**src/rtl/adc_seq_pkg.sv**
```systemverilog
`timescale 1ns/1ps
// Package: shared constants and helpers for the conversion sequencer.
// Assumes an 8-bit control byte with a 3-bit prescaler code in its top bits.
package adc_seq_pkg;
    localparam int PS_W  = 3;
    localparam int B_EN  = 0;
    localparam int B_SC  = 1;
    localparam int B_ATE = 2;
    localparam int B_FLG = 3;
    localparam int B_IE  = 4;
    localparam int B_PS  = 5;
    localparam int CTL_W = B_PS + PS_W;

    typedef enum logic {PH_IDLE, PH_CONV} phase_e;

    // Power-of-two exponent of the divider; codes 0 and 1 both divide by 2.
    function automatic logic [PS_W-1:0] div_shift(input logic [PS_W-1:0] code);
        return (code == '0) ? PS_W'(1) : code;
    endfunction
endpackage

```
**src/rtl/adc_clkdiv.sv**
```systemverilog
`timescale 1ns/1ps
// Module: conversion clock divider.
// Counts system cycles while a conversion runs and emits one tick per
// divided period, plus a square conversion clock. Holds at zero when idle,
// so every conversion starts from a fresh period.
// Assumes sel is stable during a conversion (latched upstream).
module adc_clkdiv
    import adc_seq_pkg::*;
#(
    parameter int CNT_W = 1 << PS_W
) (
    input  logic            clk,
    input  logic            rst_n,
    input  logic            run,
    input  logic [PS_W-1:0] sel,
    output logic            tick,
    output logic            conv_clk
);
    logic [CNT_W-1:0] cnt;
    logic [CNT_W-1:0] lim;
    logic [PS_W-1:0]  sh;

    // Decode the period end and the high half of the divided clock.
    always_comb begin
        sh       = div_shift(sel);
        lim      = CNT_W'((32'd1 << sh) - 32'd1);
        tick     = run && (cnt == lim);
        conv_clk = run && cnt[sh - PS_W'(1)];
    end

    // Period counter, cleared when idle and at each period end.
    always_ff @(posedge clk) begin
        if (!rst_n)
            cnt <= '0;
        else if (!run || tick)
            cnt <= '0;
        else
            cnt <= cnt + CNT_W'(1);
    end
endmodule

```
**src/rtl/adc_conv_fsm.sv**
```systemverilog
`timescale 1ns/1ps
// Module: conversion phase sequencer.
// Runs one conversion per start pulse, counting divided-clock ticks up to
// the normal or initializing length, then captures the sample.
// Assumes start is only asserted while idle.
module adc_conv_fsm
    import adc_seq_pkg::*;
#(
    parameter int N_NORM = 13,
    parameter int N_INIT = 25,
    parameter int RES_W  = 10,
    localparam int LW    = $clog2(N_INIT + 1)
) (
    input  logic             clk,
    input  logic             rst_n,
    input  logic             start,
    input  logic             tick,
    input  logic             init_pending,
    input  logic [RES_W-1:0] adc_data,
    output logic             busy,
    output logic             done,
    output logic [RES_W-1:0] result
);
    phase_e      ph;
    logic        is_init;
    logic [LW-1:0] tcnt;
    logic [LW-1:0] last;

    // Final tick of the running conversion.
    always_comb begin
        last = is_init ? LW'(N_INIT - 1) : LW'(N_NORM - 1);
        busy = (ph == PH_CONV);
        done = busy && tick && (tcnt == last);
    end

    // Phase, tick count and result capture.
    always_ff @(posedge clk) begin
        if (!rst_n) begin
            ph      <= PH_IDLE;
            is_init <= 1'b0;
            tcnt    <= '0;
            result  <= '0;
        end else begin
            case (ph)
                PH_IDLE: if (start) begin
                    ph      <= PH_CONV;
                    tcnt    <= '0;
                    is_init <= init_pending;
                end
                PH_CONV: if (done) begin
                    ph     <= PH_IDLE;
                    result <= adc_data;
                end else if (tick) begin
                    tcnt <= tcnt + LW'(1);
                end
                default: ph <= PH_IDLE;
            endcase
        end
    end
endmodule

```
**src/rtl/adc_ctl_regs.sv**
```systemverilog
`timescale 1ns/1ps
// Module: software-visible control and source registers.
// Decodes writes, defers disable and channel changes to the conversion
// boundary, detects start conditions and latches per-conversion settings.
// Assumes trig_in is already synchronous to clk.
module adc_ctl_regs
    import adc_seq_pkg::*;
#(
    parameter int CH_W = 4
) (
    input  logic             clk,
    input  logic             rst_n,
    input  logic             ctl_we,
    input  logic [CTL_W-1:0] ctl_wdata,
    input  logic             src_we,
    input  logic [CH_W:0]    src_wdata,
    input  logic             irq_ack,
    input  logic             trig_in,
    input  logic             busy,
    input  logic             done,
    output logic             start,
    output logic             init_pending,
    output logic [PS_W-1:0]  ps_act,
    output logic [CH_W-1:0]  conv_ch,
    output logic [CTL_W-1:0] ctl_rdata,
    output logic [CH_W:0]    src_rdata,
    output logic             irq
);
    logic            en, off_pend, sc, ate, flg, ie, free;
    logic [PS_W-1:0] ps;
    logic [CH_W-1:0] ch_sel, ch_pend_val;
    logic            ch_pend, init_done, fr_run, trig_q;
    logic            wr_en_bit, defer_off, en_eff, ate_nxt;
    logic            sw_start, trig_start, fr_start, end_off;
    logic [CH_W-1:0] ch_nxt;
    logic [PS_W-1:0] ps_nxt;

    // Start decision and next-value helpers.
    always_comb begin
        wr_en_bit  = ctl_wdata[B_EN];
        defer_off  = ctl_we && busy && !wr_en_bit;
        en_eff     = (ctl_we && !busy) ? wr_en_bit : en;
        ate_nxt    = ctl_we ? ctl_wdata[B_ATE] : ate;
        ps_nxt     = ctl_we ? ctl_wdata[B_PS +: PS_W] : ps;
        ch_nxt     = (src_we && !busy) ? src_wdata[CH_W-1:0] : ch_sel;
        sw_start   = ctl_we && ctl_wdata[B_SC] && en_eff;
        trig_start = en && ate && !free && trig_in && !trig_q;
        fr_start   = en && ate && free && fr_run;
        start      = !busy && (sw_start || trig_start || fr_start);
        end_off    = done && ((off_pend && !(ctl_we && wr_en_bit)) || defer_off);
        init_pending = !init_done;
        irq        = flg && ie;
    end

    // Enable bit with deferred disable and initialization tracking.
    always_ff @(posedge clk) begin
        if (!rst_n) begin
            en        <= 1'b0;
            off_pend  <= 1'b0;
            init_done <= 1'b0;
        end else begin
            if (ctl_we) begin
                if (defer_off) begin
                    off_pend <= 1'b1;
                end else begin
                    en       <= wr_en_bit;
                    off_pend <= 1'b0;
                    if (!wr_en_bit)
                        init_done <= 1'b0;
                end
            end
            if (done)
                init_done <= 1'b1;
            if (end_off) begin
                en        <= 1'b0;
                off_pend  <= 1'b0;
                init_done <= 1'b0;
            end
        end
    end

    // Start bit: set by any start, cleared by hardware at completion.
    always_ff @(posedge clk) begin
        if (!rst_n)
            sc <= 1'b0;
        else if (start)
            sc <= 1'b1;
        else if (done)
            sc <= 1'b0;
    end

    // Completion flag: set at the end, cleared by acknowledge or write-one.
    always_ff @(posedge clk) begin
        if (!rst_n)
            flg <= 1'b0;
        else if (done)
            flg <= 1'b1;
        else if (irq_ack || (ctl_we && ctl_wdata[B_FLG]))
            flg <= 1'b0;
    end

    // Plain control fields taking effect immediately.
    always_ff @(posedge clk) begin
        if (!rst_n) begin
            ate  <= 1'b0;
            ie   <= 1'b0;
            ps   <= '0;
            free <= 1'b0;
        end else begin
            if (ctl_we) begin
                ate <= ctl_wdata[B_ATE];
                ie  <= ctl_wdata[B_IE];
                ps  <= ctl_wdata[B_PS +: PS_W];
            end
            if (src_we)
                free <= src_wdata[CH_W];
        end
    end

    // Channel select with a shadow held back until the boundary.
    always_ff @(posedge clk) begin
        if (!rst_n) begin
            ch_sel      <= '0;
            ch_pend     <= 1'b0;
            ch_pend_val <= '0;
        end else begin
            if (src_we) begin
                if (busy) begin
                    ch_pend_val <= src_wdata[CH_W-1:0];
                    ch_pend     <= 1'b1;
                end else begin
                    ch_sel <= src_wdata[CH_W-1:0];
                end
            end
            if (done && (ch_pend || src_we)) begin
                ch_sel  <= src_we ? src_wdata[CH_W-1:0] : ch_pend_val;
                ch_pend <= 1'b0;
            end
        end
    end

    // Per-conversion settings latched at start.
    always_ff @(posedge clk) begin
        if (!rst_n) begin
            conv_ch <= '0;
            ps_act  <= '0;
        end else if (start) begin
            conv_ch <= ch_nxt;
            ps_act  <= ps_nxt;
        end
    end

    // Free-running arm and trigger edge history.
    always_ff @(posedge clk) begin
        if (!rst_n) begin
            fr_run <= 1'b0;
            trig_q <= 1'b0;
        end else begin
            trig_q <= trig_in;
            if (start)
                fr_run <= ate_nxt && free;
            else if (!(en && ate && free))
                fr_run <= 1'b0;
        end
    end

    // Read views of both registers.
    always_comb begin
        ctl_rdata                  = '0;
        ctl_rdata[B_EN]            = en;
        ctl_rdata[B_SC]            = sc;
        ctl_rdata[B_ATE]           = ate;
        ctl_rdata[B_FLG]           = flg;
        ctl_rdata[B_IE]            = ie;
        ctl_rdata[B_PS +: PS_W]    = ps;
        src_rdata                  = {free, ch_sel};
    end
endmodule

```
**src/rtl/adc_seq_ctrl.sv**
```systemverilog
`timescale 1ns/1ps
// Module: top of the conversion control sequencer.
// Joins the register block, the clock divider and the phase sequencer.
// Assumes the analog converter presents a valid sample on adc_data at the
// end of each conversion window.
module adc_seq_ctrl
    import adc_seq_pkg::*;
#(
    parameter int RES_W  = 10,
    parameter int CH_W   = 4,
    parameter int N_NORM = 13,
    parameter int N_INIT = 25
) (
    input  logic             clk,
    input  logic             rst_n,
    input  logic             ctl_we,
    input  logic [7:0]       ctl_wdata,
    input  logic             src_we,
    input  logic [CH_W:0]    src_wdata,
    input  logic             irq_ack,
    input  logic             trig_in,
    input  logic [RES_W-1:0] adc_data,
    output logic [7:0]       ctl_rdata,
    output logic [CH_W:0]    src_rdata,
    output logic             busy,
    output logic             conv_clk,
    output logic [CH_W-1:0]  conv_ch,
    output logic [RES_W-1:0] result,
    output logic             irq
);
    logic            start, done, tick, init_pending;
    logic [PS_W-1:0] ps_act;

    adc_ctl_regs #(.CH_W(CH_W)) u_regs (
        .clk(clk), .rst_n(rst_n),
        .ctl_we(ctl_we), .ctl_wdata(ctl_wdata),
        .src_we(src_we), .src_wdata(src_wdata),
        .irq_ack(irq_ack), .trig_in(trig_in),
        .busy(busy), .done(done),
        .start(start), .init_pending(init_pending), .ps_act(ps_act),
        .conv_ch(conv_ch), .ctl_rdata(ctl_rdata), .src_rdata(src_rdata),
        .irq(irq)
    );

    adc_clkdiv u_div (
        .clk(clk), .rst_n(rst_n), .run(busy), .sel(ps_act),
        .tick(tick), .conv_clk(conv_clk)
    );

    adc_conv_fsm #(.N_NORM(N_NORM), .N_INIT(N_INIT), .RES_W(RES_W)) u_fsm (
        .clk(clk), .rst_n(rst_n), .start(start), .tick(tick),
        .init_pending(init_pending), .adc_data(adc_data),
        .busy(busy), .done(done), .result(result)
    );
endmodule

```
**config.mk**
```make
export PLATFORM = sky130hd
export DESIGN_NAME = adc_seq_ctrl
export DESIGN_NICKNAME = d
export VERILOG_FILES = /design/src/rtl/adc_seq_pkg.sv /design/src/rtl/adc_clkdiv.sv /design/src/rtl/adc_conv_fsm.sv /design/src/rtl/adc_ctl_regs.sv /design/src/rtl/adc_seq_ctrl.sv
export SDC_FILE = /design/constraint.sdc
export NUM_CORES = 1
export LEC_CHECK = 0
export CAP_MARGIN = 40
export CORE_ASPECT_RATIO = 0.5
export CORE_MARGIN = 8
export CORE_UTILIZATION = 51
export DETAILED_ROUTE_END_ITERATION = 7
export GPL_TIMING_DRIVEN = 0
export PLACE_DENSITY_LB_ADDON = 0.08
export SLEW_MARGIN = 10
export SYNTH_ARGS = -nofsm -noshare
export SYNTH_HDL_FRONTEND = slang
export SYNTH_SLANG_ARGS = --single-unit
```
**constraint.sdc**
```tcl
create_clock -name clk -period 3.7 [get_ports clk]
set_input_delay 0.74 -clock clk [delete_from_list [all_inputs] [get_ports clk]]
set_output_delay 0.74 -clock clk [all_outputs]
set_load 0.02 [all_outputs]
```
Word-level counts from Yosys, hierarchy flattened
Index checks and enable logic that the tools add are counted.
Widths: inputs -> output; s select.
{ "word_totals": {"reg_bits": 54, "word_cells": 120} }
{ "op_classes": {"n_shift": 1, "muxes": 30, "eq_ne": 9, "n_lt_le_gt_ge": 1, "bitwise": 3, "n_reduce_logical": 51, "n_addsub": 4} }
{ "ops": {"columns": ["cell", "count"], "rows": [
  ["$logic_and 1x1->1", 24],
  ["$mux 4", 5],
  ["$mux 5", 4],
  ["$mux 1", 16],
  ["$ne 2x2->1 const B", 5],
  ["$pmux 5 s2", 1],
  ["$reduce_and 2->1", 5],
  ["$add 8x1->8 const B", 1],
  ["$eq 8x8->1", 1],
  ["$reduce_bool 2->1", 4],
  ["$shl 1x3->8 const A", 1],
  ["$sub 8x1->8 const B", 1],
  ["$logic_not 1->1", 6],
  ["$logic_or 1x1->1", 6],
  ["$mux 3", 2],
  ["$reduce_and 3->1", 2],
  ["$reduce_or 2->1", 3],
  ["$add 5x1->5 const B", 1],
  ["$eq 5x5->1", 1],
  ["$lt 3x4->1 const B", 1],
  ["$ne 2x1->1 const B", 2],
  ["$bmux 1 s3", 1],
  ["$logic_not 3->1", 1],
  ["$not 1->1", 3],
  ["other kinds (2)", 2]
]} }

Longest topological paths before layout
{ "logic_depth": {"depth_word": 11, "ltp_mapped": 15, "mapped_depth_nobuf": 12} }

Modules after synthesis
From an unflattened synthesis, not the netlist that was laid out.
{ "hier_totals": {"hier_cells": 302, "hier_area_um2": 2711.4} }
{ "modules_own_cells": {"columns": ["mod", "cells_per_inst", "area_each_um2", "seq_area_each_um2", "instances"], "rows": [
  ["adc_ctl_regs", 138, 1291.2, 580.6, 1],
  ["adc_conv_fsm", 91, 770.7, 340.3, 1],
  ["adc_clkdiv", 73, 649.4, 160.2, 1]
]} }

Worst setup path after synthesis
No wires, ideal clock.
{ "synth_timing": {"kind": "reg-to-reg", "start": "register u_regs.ps_act[2]", "end": "register u_fsm.tcnt[3]", "stages_incl_launch_ff": 14, "setup_slack_ns": 0.674, "synth_period_minus_slack_ns": 3.026, "t_required_ns": 3.630, "path_buffers": 1, "t_arrival_ns": 2.956, "path_cell_list": "dfxtp_1 buf_2 o21bai_1 inv_1 ha_1 ha_1 inv_1 ha_1 xnor2_2 a22oi_2 o31ai_4 a31oi_1 or4_1 a21oi_1"} }
{ "synth_via": {"elab_chain_cells": 10} }
{ "synth_rtl": {"columns": ["element", "line", "text"], "rows": [
  ["start: declaration", "adc_ctl_regs.sv:23", "output logic [PS_W-1:0] ps_act,"],
  ["start signal: assignment", "adc_ctl_regs.sv:149", "ps_act <= ps_nxt;"],
  ["$logic_not 3->1", "adc_seq_pkg.sv:18", "return (code == '0) ? PS_W'(1) : code;"],
  ["$mux 3 *", "adc_seq_pkg.sv:18", null],
  ["$shl 1x3->8 *", "adc_clkdiv.sv:26", "lim = CNT_W'((32'd1 << sh) - 32'd1);"],
  ["$sub 8x1->8 *", "adc_clkdiv.sv:26", null],
  ["$eq 8x8->1 *", "adc_clkdiv.sv:27", "tick = run && (cnt == lim);"],
  ["$logic_and 1x1->1 *", "adc_clkdiv.sv:27", null],
  ["$logic_and 1x1->1 (2 in series)", "adc_conv_fsm.sv:33", "done = busy && tick && (tcnt == last);"],
  ["$ne 2x2->1 (no line)", null, null],
  ["$reduce_and 3->1 (no line) *", null, null],
  ["end signal: assignment", "adc_conv_fsm.sv:54", "tcnt <= tcnt + LW'(1);"],
  ["end: declaration", "adc_conv_fsm.sv:26", "logic [LW-1:0] tcnt;"]
]} }
Every way passes the cells marked *; elsewhere a longest branch is shown, timed or not.
A chain may end at the register's enable or synchronous reset.

Worst setup path in the final report
Ends and elaborated chain as after synthesis.

==> results.cfg <==
[status]
status = completed

[layout]
area_delta_synth_final_pct = 28.24
stdcell_area_mm2 = 0.003551
fin_nets = 410
layout_commonest_cell = clkdlybuf4s50_1
antenna_cells = 0
layout_common_cells = 58 x clkdlybuf4s50_1, 54 x dfxtp_1, 45 x nand2_1
postLayoutCoreUtil_pct = 66.39
fillerInstances = 459
instances_no_fill = 444
drive_above_1_share_pct = 8.625

[critical_path]
cp_data_required_time_ns = 3.96
critical_path_arrival_ns = 3.68
cp_max_fo = 9
startpoint_type = flip-flop
path_class = reg -> reg
endpoint_kind = flip-flop

[sta]
worst_slack_ns = 0.2728
fin_crit_sh_pct = 92.63
relSlewSlack_pct = 56.52
finalMaxSlewViolations = 0
finalCriticalPeriod_ns = 3.427
tns_ns = 0
fmax_mhz = 291.8
tightest_slew_ns = 0.6492
final_hold_viol_count = 0
setup_viol = 0
fin_worst_skew_ns = 0.01330
grt_setup_unrepaired = false

[logic_synthesis]
synth_edf_count = 0
synth_seq_cells = 54
yosysSeqAreaShare_pct = 39.04
synth_nets = 345
muxShareOfSynthArea_pct = 6.010
yosysTopAreaCell = dfxtp_1
synth_cell_type_count = 58
yosysWarnings = 0
syn_avg_cell_area_um2 = 9.078
postSynthCellCount = 305
ys.flop_type = dfxtp_1
async_flop_share_pct = 0
synthAdderAreaFrac_pct = 4.971
synth-xor-area-share_pct = 4.564
ys_top_cells_by_area = dfxtp_1 39%, nand2_1 6.1%, ha_1 5.0%, mux2i_1 4.0%, o211a_1 3.3%
synth.top_cell.area_share_pct = 39.04
synth_top_family_by_area = simple AND/OR/NAND/NOR gates
yosys.area_share.simple_pct = 21.01
synth_area_mm2 = 0.002769
synth-compound-area-share_pct = 18.53

[power]
seqPwrFrac_pct = 50.0
ir_drop_mv = 0.1693
p_leak_nw = 1.393
internal_power_uw = 912.8
swShare_pct = 25.82
switchingPower_uw = 317.7
cellPowerDensity_mw_per_mm2 = 346.5
clkPwrFrac_pct = 32.0
p_comb_share_pct = 18.0

[floorplan]
rows = 19
dieArea_mm2 = 0.008186
dieWidth_um = 120.2
core_area_mm2 = 0.005349
die_y_um = 68.10
start_util_pct = 51.77
pin_count = 59

[clock_tree]
clk_path_buf_depth = 2
htreeDepth = 2
cts_num_sinks = 54
cts_resized = 0
ctsHoldBuffers = 0
clkLatencyLatePin_ns = 0.32
cts_tree = built
post-cts-setup-buffers = 0
numCtsBuffers = 5
root_buffer = clkbuf_8
clkSlewWorstSetupHoldPaths_ns = 0.10

[grt]
grt_start_max_net_pins = 16
grt_pass1_vias = 2253
grt_usage_pct = 16.68
antenna_found_initial = 0
grt_pass1_wl_um = 10930
grt-ovfl-total = 0

[drt]
dr.pass1.iters = 5
wl_per_cell_um = 15.01
wl_um = 6666
drc = 0
ant_nets = 0
drtIter0Drc = 91
vias = 2361
viasPerCell = 5.318

[placed_design]
post-place-ws_ns = 0.1389
finalWeightedCongestion = 0.8242
io_buffer_count = 58
placed_cells = 436
dp.final_hpwl_um = 5128
dpl_cell_area_mm2 = 0.003441

[worst_hold_path]
hold_class = reg -> reg

[run]
maxCapViolations = 0
[cells in the mapped netlist, drive strengths merged (2+ instances only)]
| master | instances |
|---|---|
| dfxtp | 54 |
| nand2 | 45 |
| a21boi | 16 |
| nor2 | 15 |
| a21oi | 14 |
| buf | 13 |
| clkbuf | 12 |
| nand3 | 12 |
| ha | 11 |
| mux2i | 11 |
| inv | 10 |
| nor2b | 10 |
| o211a | 9 |
| xnor2 | 7 |
| o31ai | 6 |
| nand2b | 5 |
| nand3b | 4 |
| o21ai | 4 |
| xor2 | 4 |
| a31oi | 3 |
| and2 | 3 |
| and3 | 3 |
| or4 | 3 |
| a31o | 2 |
| and4b | 2 |
| mux4 | 2 |
| nor3 | 2 |
| o211ai | 2 |
| o22ai | 2 |
| or2 | 2 |
[critical path: stages, from the launching register on]
cell and delay (ns):
dfxtp_1 0.31, buf_2 0.18, o21bai_2 0.29, inv_1 0.11
ha_1 0.25, ha_1 0.25, inv_1 0.07, ha_1 0.25
xor2_1 0.17, nand4_1 0.12, nor3_2 0.36, a31oi_1 0.32
or4_1 0.54, a21oi_1 0.15
[through the flow]
stage                     hold slack (ns)  total power [mW]
after global placement             0.4388            0.8401
after CTS                          0.4572             1.238
after detailed placement           0.4435            0.8493
after global routing               0.4832             1.290
final                              0.4531             1.231
after floorplan                    0.4410            0.7578
[area by class of cell]
type / instances / area, um2 / share of cell area (%)
well taps: 73 / 91.34 / 2.572
clock buffers: 7 / 76.32 / 2.149
repair buffers: 58 / 580.6 / 16.35
clock inverters: 1 / 30.03 / 0.8457
multi-input cells: 216 / 1529 / 43.06
flip-flops and latches: 54 / 1081 / 30.44
plain buffers: 25 / 125.1 / 3.524
inverters: 10 / 37.54 / 1.057
[state kept, by name, indices dropped and copies added (netlist names), 3 cells and up]
name                count
u_regs.conv_ch          4
u_regs.ch_sel           4
u_fsm.result           10
u_regs.ch_pend_val      4
u_regs.ps               3
u_div.cnt               8
u_fsm.tcnt              5
u_regs.ps_act           3
[power groups by stage]
stage                     clock (mW)  sequential [mW]  combinational [mW]
final                          0.394            0.615               0.221
after global routing           0.432            0.618               0.240
after CTS                      0.401            0.615               0.222
after detailed placement           0            0.628               0.221
after global placement             0            0.627               0.213
after floorplan                    0            0.636               0.122
[path summary, 6_finish.rpt]
path                                        from         endpoint  slack [ns]  cells past startpoint
worst max register to register  u_regs.ps_act[2]    u_fsm.tcnt[3]        0.27                     13
worst min-delay path             u_fsm.result[2]  u_fsm.result[2]        0.45                      2
worst max-delay path            u_regs.ps_act[2]    u_fsm.tcnt[3]        0.27                     13
worst min register to register   u_fsm.result[2]  u_fsm.result[2]        0.45                      2
[metal layers]
layer / GRT usage, % / wire length (um)
met4: 5.547 / 74
met5: 0 / 0
met3: 5.185 / 474
met2: 28.96 / 3131
met1: 19.76 / 2985
[kinds of logic (layout without fill, tap and decap cells)]
group | Yosys count | count (layout)
adder cells (fa/ha/maj) | 11 | 11
XOR/XNOR | 12 | 12
AND/OR/NAND/NOR | 113 | 113
AO/OA/AOI/OAI | 66 | 66
multiplexers | 14 | 14
flip-flops | 54 | 54
buffers and inverters | 35 | 101
(Power assumes the default switching activity.)
